==> config.mk <==
export PLATFORM = sky130hd
export DESIGN_NAME = adc_read_ctrl
export DESIGN_NICKNAME = d
export VERILOG_FILES = /design/src/rtl/adc_rd_pkg.sv /design/src/rtl/adc_half_timer.sv /design/src/rtl/adc_cmd_bits.sv /design/src/rtl/adc_rx_shreg.sv /design/src/rtl/adc_read_ctrl.sv
export SDC_FILE = /design/constraint.sdc
export NUM_CORES = 1
export LEC_CHECK = 0
export BUFFER_PORTS_ARGS = -buffer_cell sky130_fd_sc_hd__buf_4
export CAP_MARGIN = 5
export CORE_UTILIZATION = 45
export CTS_CLUSTER_DIAMETER = 80
export CTS_CLUSTER_SIZE = 8
export DETAILED_ROUTE_END_ITERATION = 6
export HOLD_SLACK_MARGIN = 0.08
export SETUP_SLACK_MARGIN = 0.1
export SYNTH_ARGS = -nofsm -noshare
export SYNTH_HDL_FRONTEND = slang
export SYNTH_SLANG_ARGS = --single-unit
export TNS_END_PERCENT = 5
==> constraint.sdc <==
create_clock -name clk -period 2.6 [get_ports clk]
set_input_delay 0.78 -clock clk [delete_from_list [all_inputs] [get_ports clk]]
set_output_delay 0.78 -clock clk [all_outputs]
set_load 0.1 [all_outputs]
==> src/rtl/adc_rd_pkg.sv <==
package adc_rd_pkg;
  typedef enum logic [2:0] {
    ST_IDLE,
    ST_SETUP,
    ST_CMD,
    ST_NULL,
    ST_DATA,
    ST_DESEL,
    ST_DONE
  } rd_state_t;

  localparam int unsigned CMD_BITS  = 4;
  localparam int unsigned NULL_BITS = 2;
endpackage

==> src/rtl/adc_half_timer.sv <==
module adc_half_timer #(
  parameter int unsigned HALF = 2
) (
  input  logic clk,
  input  logic rst,
  input  logic en,
  output logic tick
);
  localparam int unsigned CW = (HALF > 1) ? $clog2(HALF) : 1;
  localparam logic [CW-1:0] LAST = CW'(HALF - 1);

  logic [CW-1:0] cnt;

  assign tick = en && (cnt == LAST);

  always_ff @(posedge clk) begin
    if (rst || !en || tick) begin
      cnt <= '0;
    end else begin
      cnt <= cnt + 1'b1;
    end
  end
endmodule

==> src/rtl/adc_cmd_bits.sv <==
module adc_cmd_bits #(
  parameter int unsigned IW = 5
) (
  input  logic [IW-1:0] idx,
  input  logic          sgl,
  input  logic          odd,
  output logic          bit_o
);
  always_comb begin
    case (idx)
      IW'(1):  bit_o = 1'b1;
      IW'(2):  bit_o = sgl;
      IW'(3):  bit_o = odd;
      default: bit_o = 1'b0;
    endcase
  end
endmodule

==> src/rtl/adc_rx_shreg.sv <==
module adc_rx_shreg #(
  parameter int unsigned W = 10
) (
  input  logic         clk,
  input  logic         rst,
  input  logic         clr,
  input  logic         shift_en,
  input  logic         din,
  output logic [W-1:0] q
);
  always_ff @(posedge clk) begin
    if (rst || clr) begin
      q <= '0;
    end else if (shift_en) begin
      q <= {q[W-2:0], din};
    end
  end
endmodule

==> src/rtl/adc_read_ctrl.sv <==
module adc_read_ctrl
  import adc_rd_pkg::*;
#(
  parameter int unsigned DIV   = 4,
  parameter int unsigned RES_W = 10
) (
  input  logic             clk,
  input  logic             rst,
  input  logic             start_i,
  input  logic             sgl_diff_i,
  input  logic             odd_sign_i,
  input  logic             miso_i,
  output logic             cs_n_o,
  output logic             sclk_o,
  output logic             mosi_o,
  output logic             busy_o,
  output logic             valid_o,
  output logic [RES_W-1:0] data_o
);
  localparam int unsigned HALF  = DIV / 2;
  localparam int unsigned NBITS = CMD_BITS + NULL_BITS + RES_W;
  localparam int unsigned BCW   = $clog2(NBITS + 1);
  localparam logic [BCW-1:0] LAST_BIT = BCW'(NBITS);
  localparam logic [BCW-1:0] CMD_END  = BCW'(CMD_BITS);
  localparam logic [BCW-1:0] NULL_END = BCW'(CMD_BITS + NULL_BITS);

  rd_state_t        state;
  logic [BCW-1:0]   bitcnt;
  logic [BCW-1:0]   next_idx;
  logic             cfg_sgl, cfg_odd;
  logic             dwait;
  logic             tick;
  logic             timer_en;
  logic             cmd_bit;
  logic             sh_en;
  logic             sh_clr;
  logic [RES_W-1:0] sh_q;

  assign timer_en = (state != ST_IDLE) && (state != ST_DONE);
  assign next_idx = (state == ST_IDLE) ? BCW'(1) : bitcnt + 1'b1;
  assign sh_en    = tick && !sclk_o && (state == ST_DATA);
  assign sh_clr   = (state == ST_IDLE) && start_i;

  adc_half_timer #(.HALF(HALF)) u_timer (
    .clk (clk),
    .rst (rst),
    .en  (timer_en),
    .tick(tick)
  );

  adc_cmd_bits #(.IW(BCW)) u_cmd (
    .idx  (next_idx),
    .sgl  ((state == ST_IDLE) ? sgl_diff_i : cfg_sgl),
    .odd  ((state == ST_IDLE) ? odd_sign_i : cfg_odd),
    .bit_o(cmd_bit)
  );

  adc_rx_shreg #(.W(RES_W)) u_rx (
    .clk     (clk),
    .rst     (rst),
    .clr     (sh_clr),
    .shift_en(sh_en),
    .din     (miso_i),
    .q       (sh_q)
  );

  always_ff @(posedge clk) begin
    if (rst) begin
      state   <= ST_IDLE;
      cs_n_o  <= 1'b1;
      sclk_o  <= 1'b0;
      mosi_o  <= 1'b0;
      busy_o  <= 1'b0;
      valid_o <= 1'b0;
      data_o  <= '0;
      bitcnt  <= '0;
      cfg_sgl <= 1'b0;
      cfg_odd <= 1'b0;
      dwait   <= 1'b0;
    end else begin
      valid_o <= 1'b0;
      case (state)
        ST_IDLE: begin
          if (start_i) begin
            state   <= ST_SETUP;
            cs_n_o  <= 1'b0;
            busy_o  <= 1'b1;
            cfg_sgl <= sgl_diff_i;
            cfg_odd <= odd_sign_i;
            mosi_o  <= cmd_bit;
            bitcnt  <= '0;
          end
        end
        ST_SETUP: begin
          if (tick) begin
            sclk_o <= 1'b1;
            bitcnt <= BCW'(1);
            state  <= ST_CMD;
          end
        end
        ST_CMD, ST_NULL, ST_DATA: begin
          if (tick) begin
            if (sclk_o) begin
              sclk_o <= 1'b0;
              if (bitcnt == LAST_BIT) begin
                cs_n_o <= 1'b1;
                mosi_o <= 1'b0;
                dwait  <= 1'b0;
                state  <= ST_DESEL;
              end else begin
                mosi_o <= cmd_bit;
                if (next_idx <= CMD_END) begin
                  state <= ST_CMD;
                end else if (next_idx <= NULL_END) begin
                  state <= ST_NULL;
                end else begin
                  state <= ST_DATA;
                end
              end
            end else begin
              sclk_o <= 1'b1;
              bitcnt <= bitcnt + 1'b1;
            end
          end
        end
        ST_DESEL: begin
          if (tick) begin
            if (dwait) begin
              state <= ST_DONE;
            end else begin
              dwait <= 1'b1;
            end
          end
        end
        ST_DONE: begin
          valid_o <= 1'b1;
          busy_o  <= 1'b0;
          data_o  <= sh_q;
          state   <= ST_IDLE;
        end
        default: state <= ST_IDLE;
      endcase
    end
  end
endmodule

; ---- Word-level counts from Yosys, hierarchy flattened
; Index checks and enable logic that the tools add are counted.
; W data, S select, Z words.
[totals]
reg_bits = 37
word_cells = 102
in_bits = 6
[classes]
n_reduce_logical = 26
n_lt_le_gt_ge = 2
n_addsub = 2
n_eq_ne = 19
mux = 40
[ops]
columns = cell, count
row1 = $mux W3, 9
row2 = $mux W5, 5
row3 = $mux W1, 18
row4 = $ne A2 B2 Y1 const B, 8
row5 = $pmux W5 S3, 1
row6 = $reduce_and A5 Y1, 3
row7 = $pmux W3 S4, 1
row8 = $eq A5 B2 Y1 const B, 2
row9 = $le A5 B3 Y1 const B, 2
row10 = $pmux W1 S2, 5
row11 = $eq A3 B3 Y1 const B, 3
row12 = $reduce_bool A2 Y1, 4
row13 = $eq A3 B2 Y1 const B, 2
row14 = $reduce_and A6 Y1, 1
row15 = $reduce_bool A3 Y1, 2
row16 = $add A5 B1 Y5 const B, 1
row17 = $eq A5 B1 Y1 const B, 1
row18 = $eq A5 B5 Y1 const B, 1
row19 = $logic_and A1 B1 Y1, 5
row20 = $reduce_and A2 Y1, 2
row21 = $reduce_and A4 Y1, 1
row22 = $eq A3 B1 Y1 const B, 1
row23 = $logic_not A3 Y1, 1
row24 = $logic_or A1 B1 Y1, 3
row25 = 6 further kinds, 7

; ---- Logic depth before layout (Yosys ltp)
; Gate-level depths: netlist of the first run.
[logic_depth]
word_depth = 9
depth_mapped = 8
mapped_depth_nobuf = 7

; ---- Modules after synthesis
; A second synthesis of the first run with hierarchy kept.
[hier_totals]
hier_cells = 217
area_unflattened_um2 = 1828.0
[modules_own_cells]
columns = mod, cells_each, seq_area_each_um2, area_each_um2, n_inst
row1 = adc_read_ctrl, 177, 520.5, 1395.1, 1
row2 = adc_rx_shreg, 33, 200.2, 362.8, 1
row3 = adc_half_timer, 3, 20.0, 40.0, 1
row4 = adc_cmd_bits, 4, 0.0, 30.0, 1

; ---- Least setup slack after synthesis of the first run
; No wires, ideal clock.
[synth_path]
path_kind = register to register
start = register sclk_o
end = register state[0]
setup_time_ps = 131
synth_period_minus_slack_ps = 2268
arrival_ps = 2137
stages_incl_launch_ff = 7
path_slack_ps = 332
cell_sequence = dfxtp_1 > clkbuf_1 > o211a_1 > a2111oi_4 > a211oi_1 > o311a_1 > nor3_1
[synth_between]
elab_chain_cells = 2
[synth_lines]
columns = element, line_no
row1 = start: declaration, adc_read_ctrl.sv:14  ; output logic sclk_o,
row2 = start signal: assignment, adc_read_ctrl.sv:71  ; sclk_o <= 1'b0;
row3 = start signal: assignment, adc_read_ctrl.sv:96  ; sclk_o <= 1'b1;
row4 = start signal: assignment, adc_read_ctrl.sv:104  ; sclk_o <= 1'b0;
row5 = $ne A2 B2 Y1 (no source line), n/a
row6 = $reduce_and A6 Y1 (no source line), n/a
row7 = end signal: assignment, adc_read_ctrl.sv:69  ; state <= ST_IDLE;
row8 = end signal: assignment, adc_read_ctrl.sv:85  ; state <= ST_SETUP;
row9 = end signal: assignment, adc_read_ctrl.sv:98  ; state <= ST_CMD;
row10 = end: declaration, adc_read_ctrl.sv:27  ; rd_state_t state;
; Every way passes these cells.
; A chain may end at the register's enable or synchronous reset.

; ---- Worst setup path in the final report of the first run
[layout_path]
start = register bitcnt[0]
end = register state[0]
[layout_between]
elab_chain_cells = 9
word_cells_on_any_way = 11
classes_between = add/sub: 1 / order compare: 2 / eq/ne: 1 / mux: 7
[layout_lines]
columns = element, line_no
row1 = start: declaration, adc_read_ctrl.sv:28  ; logic [BCW-1:0] bitcnt;
row2 = start signal: assignment, adc_read_ctrl.sv:122  ; bitcnt <= bitcnt + 1'b1;
row3 = $add A5 B1 Y5, adc_read_ctrl.sv:40  ; assign next_idx = (state == ST_IDLE) ? BCW'(1) : bitcnt + 1'b1;
row4 = $mux W5, adc_read_ctrl.sv:40
row5 = $le A5 B3 Y1, adc_read_ctrl.sv:114  ; end else if (next_idx <= NULL_END) begin
row6 = $mux W3, adc_read_ctrl.sv:114
row7 = $mux W3, adc_read_ctrl.sv:112  ; if (next_idx <= CMD_END) begin
row8 = $mux W3 *, adc_read_ctrl.sv:105  ; if (bitcnt == LAST_BIT) begin
row9 = $mux W3 *, adc_read_ctrl.sv:103  ; if (sclk_o) begin
row10 = $mux W3 *, adc_read_ctrl.sv:102  ; if (tick) begin
row11 = $pmux W3 S4 *, adc_read_ctrl.sv:82  ; case (state)
row12 = end signal: assignment, adc_read_ctrl.sv:85
row13 = end signal: assignment, adc_read_ctrl.sv:109  ; state <= ST_DESEL;
row14 = end signal: assignment, adc_read_ctrl.sv:113  ; state <= ST_CMD;
; Mark *: on every way between the ends. The rest lies on a longest branch, timed or not. The select of a mux whose other input is x is not followed.

==> results of run 1 <==
==> routing by layer <==
layer / vias up / wire length [microns] / track usage (%)
li1: 791 / - / -
met1: 724 / 1800 / 22.7
met2: 37 / 1910 / 34.7
met3: 8 / 205 / 6.03
met4: 0 / 80 / 11.7
met5: - / 0 / 0
==> per-stage QoR <==
step           area, sq um  utilization (%)
2_1_floorplan         1840                -
3_3_place_gp          1980             52.1
3_5_place_dp          1980             52.1
4_1_cts               2100             55.3
5_1_grt               2100             55.3
6_report              2100             55.3
==> cell type report <==
class | instances | area [sq um] | share of cell area, %
clock buffer | 6 | 82.6 | 3.93
inverter | 7 | 26.3 | 1.25
timing repair buffer | 22 | 165 | 7.86
multi-input combinational | 156 | 988 | 47.1
tap | 48 | 60.1 | 2.86
clock inverter | 2 | 37.5 | 1.79
sequential | 37 | 741 | 35.3
==> worst max path at each step <==
stage / startpoint / endpoint / slack (ns)
finish: bitcnt[0] / state[0] / 0.35
global route: bitcnt[0] / state[1] / 0.16
CTS: bitcnt[0] / state[0] / 0.35
detailed placement: bitcnt[0] / state[0] / 0.37
global placement: bitcnt[0] / state[0] / 0.45
floorplan: sclk_o / state[0] / 0.33
==> sequential cells by signal, indices dropped and copies added, names as in the netlist <==
name and count:
cfg_sgl 1, data_o 10, u_timer.cnt 1, valid_o 1, bitcnt 5, u_rx.q 10, dwait 1, sclk_o 1
state 3, busy_o 1, cs_n_o 1, cfg_odd 1, mosi_o 1
==> kinds of logic (layout without fill, tap and decap cells) <==
logic type | after synthesis | in the layout
compound gates | 52 | 52
xor+xnor | 1 | 1
fa+ha+maj | 2 | 2
buf+inv | 22 | 37
flops | 37 | 37
mux | 11 | 11
simple gates | 90 | 90
==> synthesized netlist by cell type (all sizes together) (3+ instances only) <==
| library cell | number |
|---|---|
| a21oi | 18 |
| dfxtp | 37 |
| nor3 | 7 |
| a2111oi | 3 |
| clkbuf | 8 |
| a211oi | 4 |
| nand2 | 33 |
| nand3 | 6 |
| nor2 | 26 |
| or3b | 3 |
| buf | 7 |
| inv | 7 |
| a31oi | 3 |
| nor2b | 4 |
| mux2i | 11 |
==> critical path, cell delays in order, from the launching register on <==
cell and delay [ns]:
dfxtp_1 0.50, inv_1 0.16, ha_1 0.39, and3b_1 0.20
o211ai_1 0.15, o311ai_1 0.21, o311a_1 0.40, nor3_1 0.16
==> layout by cell type (no fill, tap or decap), types with 2 or more instances in the layout <==
cell / count
dfxtp_1: 37
nand2_1: 33
nor2_1: 24
buf_4: 22
a21oi_1: 18
mux2i_1: 11
inv_1: 7
nand3_1: 6
nor3_1: 6
clkbuf_8: 6
a211oi_1: 4
nor2b_1: 3
a31oi_1: 3
nor2_2: 2
nand2b_1: 2
or3b_1: 2
o21a_1: 2
a2111oi_0: 2
o31a_1: 2
o32ai_1: 2
a41oi_1: 2
a311oi_1: 2
a32oi_1: 2
ha_1: 2
==> power groups by stage <==
stage	logic, mW	clock network, mW	registers [mW]
2_1_floorplan	0.103	0	0.648
3_3_place_gp	0.166	0	0.618
3_5_place_dp	0.168	0	0.619
4_1_cts	0.168	0.535	0.606
5_1_grt	0.181	0.552	0.610
6_report	0.169	0.519	0.607
==> flow_summary.ini, run 1 <==
[cells_and_area]
antenna_cells = 0
fillerInstances = 376
drive_above_1_share_pct = 17.4
nets = 237
stdcell_count = 278
syn_to_final_growth_pct = 14.5

[synth]
synth_adder_area_share_pct = 1.36
syn_area_sq_mm = 0.00184
yosys.area_share.simple_pct = 24.9
syn_inst = 215
synthMuxAreaShare_pct = 6.00
async_reset_ff_share_pct = 0
yosys_warnings = 0
avgSynthCellArea_sq_um = 8.54
synth_top_family_by_area = simple AND/OR/NAND/NOR gates
yosys-top-cells-area = dfxtp_1 40%, nand2_1 6.7%, mux2i_1 6.0%, a21oi_1 4.9%, nor2_1 4.9%
ys.flop_type = dfxtp_1
yosysTopAreaCellShare_pct = 40.4
yosys.area.top_type = dfxtp_1
synth_cell_type_count = 52
ys_ff_latch = 37
seq_area_frac_synth_pct = 40.4
synth_fp_nets = 223
synth-edff-count = 0
synth-compound-area-share_pct = 21.1
synth_xor_area_share_pct = 0.477

[critical_path]
start_kind = register
rr_worst_depth = 7
reg2reg_slack_ns = 0.35
arrival_ns = 2.47
crit_type = reg -> reg
crit_required_ns = 2.82
crit_path_end_kind = register
worstPathMaxFanout = 11
r2r-start = bitcnt[0]
r2r_end = state[0]

[min_path]
worstHoldPathCells = 2
min_from = data_o[5]
min_to = data_o[5]
hp-class = reg -> reg

[power_and_ir_drop]
power.density_mw_per_mm2 = 616
p_switching_mw = 0.347
max-vdd-ir-drop_mv = 0.387
clock_power_share_pct = 40.1
p_int_mw = 0.948
seqPwrFrac_pct = 46.9
comb_power_share_pct = 13.0
power_leakage_nw = 0.818
power_mw = 1.29
switching_share_pct = 26.8

[die]
die_area_sq_mm = 0.00434
rows = 22
die_y_microns = 65.9
boundaryPins = 21
die_w_microns = 65.9
core_area_sq_mm = 0.00380
initial_core_util_pct = 48.3

[clocking]
post_cts_buffers = 0
cts_tree = yes
numCtsBuffers = 5
htree_levels = 2
clock_path_buffers = 2
clk_latency_ns = 0.29
clk_pin_slew_worst_paths_ns = 0.07
ctsHoldBuffers = 0
clkSinkCount = 37
cts_resized = 0
root_buffer = clkbuf_8

[placement]
place_ws_ns = 0.366
hpwlAfterDp_microns = 2820
dp_cells = 270
gp_congestion = 0.846
io_buffer_count = 20

[timing]
holdWs_ns = 0.456
slew_violations = 0
finalHoldViolCount = 0
max_freq_mhz = 444
min_period_over_period_pct = 86.7
period_minus_slack_ns = 2.25
tightest_slew_ns = 0.640
finClkSkew_ns = 0.00267
fin_ws_ns = 0.346
finalSetupViolCount = 0
maxSlewHeadroom_pct = 57.1
tns_ns = 0
rsz0062_at_grt = false

[drt]
vias_per_cell = 5.61
first_pass_iters = 4
dr_total_vias = 1560
routedWlPerCell_microns = 14.4
first_iter_violations = 140
ant_nets = 0
drc = 0
wl_microns = 4000

[grt]
gr-total-overflow = 0
grt_pass1_vias = 1511
grt_pass1_wl_microns = 6670
gr-usage-all-layers_pct = 20.5
grt_max_degree = 30
antenna_found_initial = 0

[run_status]
status = complete, no violations

[job]
drv_cap = 0
Power figures use the tool's default switching activity.
==> run 2: changes to the inputs <==
Settings changed: ABC_AREA set to 1.
==> flow_summary.ini, run 2 <==
[min_path]
min_to = u_timer.cnt
min_from = u_timer.cnt
hp-class = reg -> reg
worstHoldPathCells = 1

[grt]
gr-total-overflow = 0
grt_pass1_wl_microns = 6300
antenna_found_initial = 0
gr-usage-all-layers_pct = 19.5
grt_pass1_vias = 1397
grt_max_degree = 16

[die]
rows = 22
die_w_microns = 65.1
initial_core_util_pct = 47.9
core_area_sq_mm = 0.00374
die_y_microns = 65.1
die_area_sq_mm = 0.00424
boundaryPins = 21

[timing]
period_minus_slack_ns = 1.80
tns_ns = 0
slew_violations = 0
finalSetupViolCount = 0
finalHoldViolCount = 0
max_freq_mhz = 556
fin_ws_ns = 0.802
holdWs_ns = 0.453
maxSlewHeadroom_pct = 72.5
tightest_slew_ns = 0.409
finClkSkew_ns = 0.00678
rsz0062_at_grt = false
min_period_over_period_pct = 69.1

[clocking]
post_cts_buffers = 0
ctsHoldBuffers = 0
clk_latency_ns = 0.29
root_buffer = clkbuf_8
clk_pin_slew_worst_paths_ns = 0.08
htree_levels = 2
clock_path_buffers = 2
numCtsBuffers = 5
clkSinkCount = 37
cts_tree = yes
cts_resized = 0

[placement]
gp_congestion = 0.809
io_buffer_count = 20
place_ws_ns = 0.631
hpwlAfterDp_microns = 2640

[drt]
routedWlPerCell_microns = 11.6
first_pass_iters = 4
dr_total_vias = 1523
wl_microns = 3580
first_iter_violations = 125
vias_per_cell = 4.91
ant_nets = 0
drc = 0

[synth]
async_reset_ff_share_pct = 0
synth_top_family_by_area = simple AND/OR/NAND/NOR gates
synth_fp_nets = 248
syn_area_sq_mm = 0.00179
seq_area_frac_synth_pct = 41.3
synth_adder_area_share_pct = 1.40
yosys_warnings = 0
avgSynthCellArea_sq_um = 7.47
synth-edff-count = 0
yosys-top-cells-area = dfxtp_1 41%, nor2_1 8.6%, nand2_1 7.5%, a21oi_1 4.7%, inv_1 4.6%
synth_xor_area_share_pct = 0
synthTopCellsByCount = 41 x nor2_1, 37 x dfxtp_1, 36 x nand2_1
syn_inst = 240
yosysTopAreaCellShare_pct = 41.3
ys_ff_latch = 37
synth_most_common_cell = nor2_1
yosys.area.top_type = dfxtp_1
synth_cell_type_count = 32
yosys.area_share.simple_pct = 32.3
synth-compound-area-share_pct = 16.8
synthMuxAreaShare_pct = 0
ys.flop_type = dfxtp_1

[critical_path]
worstPathMaxFanout = 6
reg2reg_slack_ns = 0.80
crit_path_end_kind = register
r2r_end = state[0]
crit_type = reg -> reg
crit_required_ns = 2.83
rr_worst_depth = 9
r2r-start = bitcnt[0]
start_kind = register
critPathLaunch = bitcnt[0]
arrival_ns = 2.03

[power_and_ir_drop]
power.density_mw_per_mm2 = 901
max-vdd-ir-drop_mv = 0.489
power_leakage_nw = 0.864
power_mw = 1.87

[cells_and_area]
antenna_cells = 0
mostFrequentLayoutCells = 41 x nor2_1, 37 x dfxtp_1, 36 x nand2_1
drive_above_1_share_pct = 22.9
reg_top3 = data_o x10, u_rx.q x10, bitcnt x5
finish.utilization_pct = 55.3
multiInputGateArea_sq_um = 905
fillerInstances = 384
nets = 270
seq_area_sq_um = 741
syn_to_final_growth_pct = 15.6
final_common_cell = nor2_1

[run_status]
status = complete, no violations

[job]
drv_cap = 0
==> run 2: changes by cell type after synthesis, sizes merged, moves of 6 or more <==
cell and delta:
nor2 +22, o21ai +25, mux2i -11, nand3 +6
inv +20, nor3 -6, nand2 +13
==> run 2: where the power goes <==
group,switching [mW],leakage [nW],internal (mW)
registers,0.0473,0.300,0.619
clock network,0.209,0.0433,0.210
logic,0.554,0.521,0.228
==> run 2: worst max path at each step <==
| stage | to | slack, ns | depth (start not counted) |
|---|---|---|---|
| floorplan | state[1] | 0.80 | 7 |
| global placement | u_rx.q[0] | 0.68 | 6 |
| CTS | state[0] | 0.82 | 9 |
| finish | state[0] | 0.80 | 9 |
| detailed placement | u_rx.q[0] | 0.63 | 6 |
| global route | state[1] | 0.69 | 11 |
==> run 2: metrics by stage <==
step	area [sq um]	instances
2_1_floorplan	1790	240
3_3_place_gp	1980	303
3_5_place_dp	1980	303
4_1_cts	2070	310
5_1_grt	2070	310
6_report	2070	310
==> run 2: final cells by class <==
| class | instances | share of cell area, % |
|---|---|---|
| clock buffer | 6 | 3.99 |
| clock inverter | 1 | 0.363 |
| inverter | 29 | 5.68 |
| multi-input combinational | 168 | 43.7 |
| sequential | 37 | 35.8 |
| tap | 48 | 2.90 |
| timing repair buffer | 21 | 7.61 |
==> run 2: logic make-up after synthesis <==
group / Yosys count
AND/OR/NAND/NOR: 115
AO/OA/AOI/OAI: 51
flip-flops: 37
buffers and inverters: 35
adder cells (fa/ha/maj): 2
==> run 2: layer usage <==
metal / share of wire, % / vias up / track usage (%)
li1: - / 821 / -
met1: 51 / 669 / 25.3
met2: 43 / 28 / 30.3
met3: 4.6 / 5 / 6.08
met4: 1.4 / 0 / 7.34
met5: 0 / - / 0
==> run 2: worst max-delay path: stages (launching register included) <==
cell and delay (ns):
dfxtp_1 0.43, inv_1 0.14, ha_1 0.38, inv_1 0.07, nor2_1 0.05, nand2_1 0.07
nand3_1 0.10, o21ai_0 0.26, nand2_2 0.10, a21oi_2 0.13
==> run 3: changes to the inputs <==
Clock period 2.6 ns to 1.9 ns, I/O delays scaled along.
==> flow_summary.ini, run 3 (same netlist as run 2, synthesis figures left out) <==
[power_and_ir_drop]
clock_power_share_pct = 25.8
p_int_mw = 1.61
p_switching_mw = 1.12
switching_share_pct = 41.2
max-vdd-ir-drop_mv = 0.518
power.density_mw_per_mm2 = 1280
power_mw = 2.73
power_leakage_nw = 0.885
comb_power_share_pct = 40.5
seqPwrFrac_pct = 33.7

[grt]
antenna_found_initial = 0
met2_usage_pct = 29.9
met1_usage_pct = 27.2
grt_pass1_wl_microns = 6410
gr-usage-all-layers_pct = 19.7
grt_pass1_vias = 1385
gr-total-overflow = 0
busiest_layer = met2
grt_max_degree = 15
met3_usage_pct = 4.17

[cells_and_area]
drive_above_1_share_pct = 24.6
mostFrequentLayoutCells = 41 x nor2_1, 36 x nand2_1, 35 x dfxtp_1
nets = 271
fillerInstances = 364
final_common_cell = nor2_1
syn_to_final_growth_pct = 18.5
reg_top3 = data_o x10, u_rx.q x10, bitcnt x5
antenna_cells = 0
finish.utilization_pct = 56.7

[placement]
place_ws_ns = 0.225
io_buffer_count = 20
gp_congestion = 0.872
hpwlAfterDp_microns = 2710

[die]
rows = 22
initial_core_util_pct = 47.9
boundaryPins = 21
die_y_microns = 65.1
die_w_microns = 65.1
die_area_sq_mm = 0.00424
core_area_sq_mm = 0.00374

[critical_path]
rr_worst_depth = 8
r2r_end = u_rx.q[8]
crit_required_ns = 2.12
crit_type = reg -> reg
worstPathMaxFanout = 12
r2r-start = state[1]
crit_path_end_kind = register
start_kind = register
arrival_ns = 1.82
reg2reg_slack_ns = 0.29
critPathLaunch = state[1]

[timing]
min_period_over_period_pct = 84.6
fin_ws_ns = 0.292
rsz0062_at_grt = false
maxSlewHeadroom_pct = 78.1
slew_violations = 0
tightest_slew_ns = 0.326
finalSetupViolCount = 0
finalHoldViolCount = 0
finClkSkew_ns = 0.00418
tns_ns = 0
max_freq_mhz = 622
holdWs_ns = 0.467
period_minus_slack_ns = 1.61

[min_path]
worstHoldPathCells = 2
min_from = busy_o
hp-class = reg -> reg
min_to = busy_o

[drt]
wl_microns = 3650
dr_total_vias = 1538
routedWlPerCell_microns = 11.7
first_iter_violations = 107
ant_nets = 0
vias_per_cell = 4.93
first_pass_iters = 4
drc = 0

[clocking]
root_buffer = clkbuf_8
clk_latency_ns = 0.28
htree_levels = 2
clk_pin_slew_worst_paths_ns = 0.08
numCtsBuffers = 5
post_cts_buffers = 0
clock_path_buffers = 2
cts_tree = yes
clkSinkCount = 37

[job]
drv_cap = 0

[run_status]
status = complete, no violations
[run 3: changes by cell type in the layout (fill, tap and decap cells not counted)]
cell	delta
ha_1	-1
bufinv_16	+1
dfxtp_2	+2
dfxtp_1	-2
buf_4	+1
ha_4	+1
[run 3: critical path: stages, from the launching register on]
cell and delay [ns]:
dfxtp_1 0.46, nor2_2 0.11, nand2_4 0.14, nand2_4 0.07
nor2_4 0.18, nand2_2 0.19, inv_2 0.19, nand2_1 0.06
a21oi_1 0.12
[run 3: through the flow]
stage                     area [sq um]  instances
after floorplan                   1790        240
after global placement            1990        304
after detailed placement          1990        304
after CTS                         2110        312
after global routing              2120        312
final                             2120        312
[run 3: power by group through the flow]
stage               clock, mW  combinational, mW  sequential (mW)
detailed placement          0               1.09            0.936
floorplan                   0              0.715             1.10
global route            0.758               1.22            0.931
global placement            0               1.09            0.938
finish                  0.703               1.10            0.920
CTS                     0.728               1.09            0.918
[run 3: worst max-delay path by stage]
stage | to | cells past startpoint
finish | u_rx.q[8] | 8
global route | u_rx.q[7] | 8
CTS | state[0] | 9
detailed placement | state[0] | 9
global placement | state[0] | 9
floorplan | state[0] | 9
[run 3: what timing repair did]
action,4_1_cts,5_1_grt
endpoints found under the setup margin,0,2
gates resized for setup,0,2
hold buffers,0,0
[run 3: layout make-up]
class                      instances  area [sq um]  share of cell area (%)
multi-input combinational        168           917                    43.2
sequential                        37           743                    35.0
timing repair buffer              22           165                    7.78
inverter                          29           118                    5.54
clock buffer                       6          82.6                    3.89
tap                               48          60.1                    2.83
clock inverter                     2          37.5                    1.77
[run 3: routing by layer]
layer,share of wire [%],up-vias,routed length [microns]
li1,-,824,-
met2,45,22,1640
met3,3.1,2,112
met1,52,690,1880
met4,0.47,0,17
met5,0,-,0
